## src/rtl/agu_pkg.sv

```systemverilog
`timescale 1ns/1ps
package agu_pkg;
  localparam logic [1:0] OFS_NREG = 2'd0;
  localparam logic [1:0] OFS_INC  = 2'd1;
  localparam logic [1:0] OFS_DEC  = 2'd2;
  localparam logic [1:0] OFS_DISP = 2'd3;

  localparam logic [1:0] LD_PTR = 2'd0;
  localparam logic [1:0] LD_OFS = 2'd1;
  localparam logic [1:0] LD_MOD = 2'd2;

  typedef enum logic [1:0] {
    MODE_LIN = 2'd0,
    MODE_REV = 2'd1,
    MODE_CIRC = 2'd2
  } arith_mode_e;
endpackage

```

## src/rtl/agu_regbank.sv

```systemverilog
`timescale 1ns/1ps
module agu_regbank #(
  parameter int AW    = 32,
  parameter int NREG  = 4,
  localparam int IDX_W = (NREG > 1) ? $clog2(NREG) : 1
) (
  input  logic             clk,
  input  logic             rst_n,
  input  logic             ld_en,
  input  logic [1:0]       ld_kind,
  input  logic [IDX_W-1:0] ld_idx,
  input  logic [AW-1:0]    ld_data,
  input  logic             wr_en,
  input  logic [IDX_W-1:0] wr_idx,
  input  logic [AW-1:0]    wr_data,
  input  logic [IDX_W-1:0] rd_idx,
  output logic [AW-1:0]    rd_ptr,
  output logic [AW-1:0]    rd_ofs,
  output logic [AW-1:0]    rd_mod
);
  import agu_pkg::*;

  logic [AW-1:0] ptr_q [NREG];
  logic [AW-1:0] ofs_q [NREG];
  logic [AW-1:0] mod_q [NREG];

  always_ff @(posedge clk or negedge rst_n) begin
    if (!rst_n) begin
      for (int i = 0; i < NREG; i++) begin
        ptr_q[i] <= '0;
        ofs_q[i] <= '0;
        mod_q[i] <= '1;
      end
    end else begin
      for (int i = 0; i < NREG; i++) begin
        if (ld_en && ld_idx == IDX_W'(i)) begin
          case (ld_kind)
            LD_PTR:  ptr_q[i] <= ld_data;
            LD_OFS:  ofs_q[i] <= ld_data;
            LD_MOD:  mod_q[i] <= ld_data;
            default: ;
          endcase
        end
        // a pointer load in the same cycle takes priority
        if (wr_en && wr_idx == IDX_W'(i) &&
            !(ld_en && ld_kind == LD_PTR && ld_idx == IDX_W'(i)))
          ptr_q[i] <= wr_data;
      end
    end
  end

  assign rd_ptr = ptr_q[rd_idx];
  assign rd_ofs = ofs_q[rd_idx];
  assign rd_mod = mod_q[rd_idx];
endmodule

```

## src/rtl/agu_revadd.sv

```systemverilog
`timescale 1ns/1ps
module agu_revadd #(
  parameter int AW = 32
) (
  input  logic [AW-1:0] a,
  input  logic [AW-1:0] b,
  output logic [AW-1:0] sum
);
  logic [AW-1:0] a_rev, b_rev, s_rev;

  for (genvar g = 0; g < AW; g++) begin : g_flip
    assign a_rev[g] = a[AW-1-g];
    assign b_rev[g] = b[AW-1-g];
    assign sum[g]   = s_rev[AW-1-g];
  end

  // carry now ripples from the top bit of the original order downward
  assign s_rev = a_rev + b_rev;
endmodule

```

## src/rtl/agu_modadd.sv

```systemverilog
`timescale 1ns/1ps
module agu_modadd #(
  parameter int AW    = 32,
  parameter int MOD_W = 24,
  localparam int XW   = AW + 2
) (
  input  logic [AW-1:0]    ptr,
  input  logic [AW-1:0]    ofs,
  input  logic [MOD_W-1:0] size_m1,
  output logic [AW-1:0]    res
);
  logic [MOD_W-1:0]     mask;
  logic [AW-1:0]        mask_ext;
  logic [AW-1:0]        base;
  logic signed [XW-1:0] rel;
  logic signed [XW-1:0] top_x;
  logic signed [XW-1:0] size_x;
  logic signed [XW-1:0] rel_fix;

  // smear the highest set bit downward: mask = 2^k - 1
  always_comb begin
    mask = size_m1;
    for (int s = 1; s < MOD_W; s = s * 2)
      mask = mask | (mask >> s);
  end

  assign mask_ext = AW'(mask);
  assign base     = ptr & ~mask_ext;
  assign top_x    = XW'(size_m1);
  assign size_x   = XW'(size_m1) + XW'(1);
  assign rel      = $signed({2'b00, ptr & mask_ext}) +
                    $signed({{2{ofs[AW-1]}}, ofs});

  always_comb begin
    if (rel > top_x)
      rel_fix = rel - size_x;
    else if (rel < 0)
      rel_fix = rel + size_x;
    else
      rel_fix = rel;
  end

  assign res = base + rel_fix[AW-1:0];
endmodule

```

## src/rtl/agu_core.sv

```systemverilog
`timescale 1ns/1ps
module agu_core #(
  parameter int AW     = 32,
  parameter int DISP_W = 16,
  parameter int MOD_W  = 24
) (
  input  logic [AW-1:0]     ptr,
  input  logic [AW-1:0]     ofs_reg,
  input  logic [AW-1:0]     mod_reg,
  input  logic [1:0]        ofs_sel,
  input  logic [DISP_W-1:0] disp,
  output logic [AW-1:0]     next
);
  import agu_pkg::*;

  arith_mode_e   mode;
  logic [AW-1:0] ofs;
  logic [AW-1:0] lin_sum, rev_sum, circ_sum;

  always_comb begin
    case (ofs_sel)
      OFS_NREG: ofs = ofs_reg;
      OFS_INC:  ofs = AW'(1);
      OFS_DEC:  ofs = '1;
      default:  ofs = {{(AW-DISP_W){disp[DISP_W-1]}}, disp};
    endcase
  end

  always_comb begin
    if (&mod_reg)
      mode = MODE_LIN;
    else if (mod_reg == '0)
      mode = MODE_REV;
    else if (mod_reg[AW-1:MOD_W] == '0)
      mode = MODE_CIRC;
    else
      mode = MODE_LIN;
  end

  assign lin_sum = ptr + ofs;

  agu_revadd #(.AW(AW)) u_rev (
    .a   (ptr),
    .b   (ofs),
    .sum (rev_sum)
  );

  agu_modadd #(.AW(AW), .MOD_W(MOD_W)) u_circ (
    .ptr     (ptr),
    .ofs     (ofs),
    .size_m1 (mod_reg[MOD_W-1:0]),
    .res     (circ_sum)
  );

  always_comb begin
    case (mode)
      MODE_REV:  next = rev_sum;
      MODE_CIRC: next = circ_sum;
      default:   next = lin_sum;
    endcase
  end
endmodule

```

## src/rtl/agu_top.sv

```systemverilog
`timescale 1ns/1ps
module agu_top #(
  parameter int AW     = 32,
  parameter int NREG   = 4,
  parameter int DISP_W = 16,
  parameter int MOD_W  = 24,
  localparam int IDX_W = (NREG > 1) ? $clog2(NREG) : 1
) (
  input  logic              clk,
  input  logic              rst_n,
  input  logic              ld_en,
  input  logic [1:0]        ld_kind,
  input  logic [IDX_W-1:0]  ld_idx,
  input  logic [AW-1:0]     ld_data,
  input  logic              upd_en,
  input  logic [IDX_W-1:0]  sel_idx,
  input  logic [1:0]        ofs_sel,
  input  logic [DISP_W-1:0] disp,
  input  logic              pre_mode,
  output logic [AW-1:0]     ptr_o,
  output logic [AW-1:0]     next_o,
  output logic [AW-1:0]     ea_o
);
  logic [AW-1:0] ptr_cur, ofs_cur, mod_cur, next_val;

  agu_regbank #(.AW(AW), .NREG(NREG)) u_bank (
    .clk     (clk),
    .rst_n   (rst_n),
    .ld_en   (ld_en),
    .ld_kind (ld_kind),
    .ld_idx  (ld_idx),
    .ld_data (ld_data),
    .wr_en   (upd_en),
    .wr_idx  (sel_idx),
    .wr_data (next_val),
    .rd_idx  (sel_idx),
    .rd_ptr  (ptr_cur),
    .rd_ofs  (ofs_cur),
    .rd_mod  (mod_cur)
  );

  agu_core #(.AW(AW), .DISP_W(DISP_W), .MOD_W(MOD_W)) u_core (
    .ptr     (ptr_cur),
    .ofs_reg (ofs_cur),
    .mod_reg (mod_cur),
    .ofs_sel (ofs_sel),
    .disp    (disp),
    .next    (next_val)
  );

  assign ptr_o  = ptr_cur;
  assign next_o = next_val;
  assign ea_o   = pre_mode ? next_val : ptr_cur;
endmodule

```

## config.mk

```make
export PLATFORM = sky130hd
export DESIGN_NAME = agu_top
export DESIGN_NICKNAME = d
export VERILOG_FILES = /design/src/rtl/agu_pkg.sv /design/src/rtl/agu_regbank.sv /design/src/rtl/agu_revadd.sv /design/src/rtl/agu_modadd.sv /design/src/rtl/agu_core.sv /design/src/rtl/agu_top.sv
export SDC_FILE = /design/constraint.sdc
export NUM_CORES = 1
export LEC_CHECK = 0
export ABC_AREA = 1
export CORE_AREA = 4 4 266 268
export DETAILED_ROUTE_END_ITERATION = 10
export DIE_AREA = 0 0 270 272
export HOLD_SLACK_MARGIN = 0.05
export REMOVE_ABC_BUFFERS = 1
export SLEW_MARGIN = 20
export SYNTH_ARGS = -nofsm -noshare
export SYNTH_HDL_FRONTEND = slang
export SYNTH_SLANG_ARGS = --single-unit
```

## constraint.sdc

```tcl
create_clock -name clk -period 17.1 [get_ports clk]
set_clock_uncertainty 0.2 [all_clocks]
set_input_delay 5.13 -clock clk [delete_from_list [all_inputs] [get_ports clk]]
set_output_delay 5.13 -clock clk [all_outputs]
set_load 0.05 [all_outputs]
```

==> reports/metrics.yaml <==
sta:
  finalHoldWorstSlack_ps: 289.3
  hold_violations: 0
  finalSetupViolations: 62
  max_slew_margin_pct: 23.21
  setup_slack_ps: -1349
  post-route-period-util_pct: 107.9
  period_minus_slack_ps: 18450
  fmax_mhz: 54.20
  worst_pin_slew_ps: 1151
  report.final.slew_viol_count: 0
  rsz0062_at_grt: "true"
clock_network:
  cts_tree: "done"
  cts.sinks: 384
  htree_levels: 2
  cts_buffers: 42
  clk_latency_ps: 590
  clkTransAtPathRegs_ps: 60
  ctsLongestPathBuffers: 3
  hold_buffers: 0
  cts_root_buffer: "clkbuf_16"
cells_and_area:
  layout_common_cells: "nand2_1 (854), buf_4 (760), inv_1 (556)"
  drive_gt1_share_pct: 29.60
  syn_to_final_growth_pct: 42.88
  n_antenna_cell: 0
  final_common_cell: "nand2_1"
  fin_nets: 5317
  nFillCells: 6229
logic_synthesis:
  async_reset_ff_share_pct: 100.0
  synth_top_area_share_pct: 21.52
  synth_flop_cell: "dfrtp_1"
  ys_ff_latch: 384
  synth.avg_cell_area_um2: 7.044
  synth_area_um2: 29760
  synth.top_cells.by_area: "dfrtp_1 (22%), nand2_1 (12%), dfstp_2 (11%), inv_1 (7.3%), o21ai_0 (7.3%)"
  ys_types: 68
  synth_seq_area_share_pct: 32.82
  yosys.area.top_type: "dfrtp_1"
  synthCells: 4225
  synth_edf_count: 0
  yosysWarnings: 0
worst_setup_path:
  worst-path-max-fanout: 5
  r2r_end: "u_bank.ptr_q[123]$_DFFE_PN0P_"
  crit_arrival_ps: 13120
  cpMaxStageDelayCell: "or3_1"
  path_class: "in2out"
  r2r.worst_path.cells: 62
  worstSetupStartpointType: "input pin"
  critPathBufInv: 14
  crit_path_max_incr_delay_ps: 340
  timing.rr.start: "u_bank.mod_q[87]$_DFFE_PN1P_"
  end_kind: "primary output"
  required_ps: 11770
  reg2reg_slack_ps: 8480
  critPathTopFamily: "simple AND/OR/NAND/NOR gates"
die:
  core_um2: 68350
  io_pins: 157
  dieArea_um2: 73440
  die_h_um: 272
  num_rows: 96
  fp.dieW_um: 270
  start_util_pct: 43.55
routing:
  wl_per_cell_um: 21.64
  firstDrtPassIters: 6
  drt-total-wl_um: 129700
  ant_nets: 0
  drcViolationCount: 0
  vias_per_cell: 5.608
  vias: 33610
  dr.first_iter.drc_count: 3591
hold_path:
  hold_end: "u_bank.ofs_q[110]$_DFFE_PN0P_"
  hold_depth: 2
  min-delay-start: "u_bank.ofs_q[110]$_DFFE_PN0P_"
  min_path_type: "reg2reg"
outcome:
  run_status: "complete, but fails checks"
  violations: "setup timing"
placement:
  hpwl_um: 98460
  place_ws_ps: -2409
  gp_congestion: 1.004
  port_buffers: 156
grt:
  antenna_found_initial: 0
  grt_overflow_total: 0
  grt_use_total_pct: 33.78
  grt_max_degree: 177
  grt_pass1_vias: 31980
  grt_pass1_wl_um: 193000
power_and_ir_drop:
  vdd_ir_drop_max_mv: 0.1748
  p_per_area_nw_per_um2: 225.5
  power_w: 0.009591
  p_leak_nw: 20.22
job:
  cap_viol_max_count: 0
## timing repair
item,4_1_cts,5_1_grt
endpoints found under the setup margin,64,64
cloned,3,1
resized for setup,373,202
buffers inserted,78,33
pin swaps,118,110
## where the power goes
group,internal [W],switching (W)
clock,0.000523,0.000402
combinational,0.00329,0.00402
sequential,0.00123,0.000117
## stage by stage
stage | TNS, ps | utilization, % | instances | area [µm²]
3_3_place_gp | -111140 | 55.99 | 5822 | 38270
2_1_floorplan | -90290 | - | 4031 | 28950
6_report | -62840 | 62.22 | 5993 | 42520
3_5_place_dp | -125140 | 55.99 | 5822 | 38270
4_1_cts | -58750 | 60.72 | 5970 | 41500
5_1_grt | -82860 | 62.22 | 5993 | 42520
## worst max path at each step
stage,start,to,slack [ps],depth (start not counted)
after floorplan,sel_idx[1],ea_o[23],-2290,52
after global placement,sel_idx[0],ea_o[18],-2140,60
after detailed placement,sel_idx[0],next_o[29],-2410,65
after CTS,sel_idx[0],ea_o[13],-1260,60
after global routing,sel_idx[0],next_o[27],-1720,62
final,sel_idx[0],next_o[27],-1350,62
## layout make-up
type | instances | area [µm²] | area share [%]
Clock buffer | 64 | 1204 | 2.830
Clock inverter | 14 | 175.2 | 0.4119
Inverter | 615 | 2381 | 5.599
Multi-Input combinational cell | 3032 | 18750 | 44.10
Sequential cell | 384 | 9769 | 22.97
Tap cell | 882 | 1104 | 2.595
Timing Repair Buffer | 1002 | 9139 | 21.49
## cell usage after synthesis, types with 33 or more instances
cell and instances:
o221ai_1 116, clkbuf_1 159, xnor2_1 33, o21ai_0 436, o21a_1 38, dfrtp_1 256, a22oi_1 45, xor2_1 85
nor2_1 337, nand3_1 127, inv_1 582, o22ai_1 61, nand2_1 924, a21oi_1 358, ha_1 173, dfstp_2 128
o211ai_1 59
## cell families (layout without fill, tap and decap cells)
kind of cell / Yosys count / after routing / synth area share [%]
fa+ha+maj: 179 / 179 / 7.676
xor+xnor: 118 / 118 / 3.472
flops: 384 / 384 / 32.82
simple gates: 1504 / 1504 / 20.72
buf+inv: 809 / 1695 / 10.50
compound gates: 1231 / 1231 / 24.81
## state kept, by name, indices dropped and copies added (netlist names)
register,flops
u_bank.mod_q,128
u_bank.ofs_q,128
u_bank.ptr_q,128
## layer usage
metal  share of wire [%]  vias to the layer above  track usage, %
met5                   0                        -               0
met4                 5.8                        0           16.19
met3                 7.5                      315           4.105
met2                  44                     1527           53.87
met1                  42                    15930           45.81
li1                    -                    15840               -
## worst register-to-register path: cells and delay by family, from the launching register on
kind,cells,cell delay (ps)
simple gates,33,3540
xor+xnor,1,110
compound gates,13,2340
flops,1,360
buf+inv,12,1200
fa+ha+maj,3,850
Note: power is estimated with default switching activity, not from simulation.
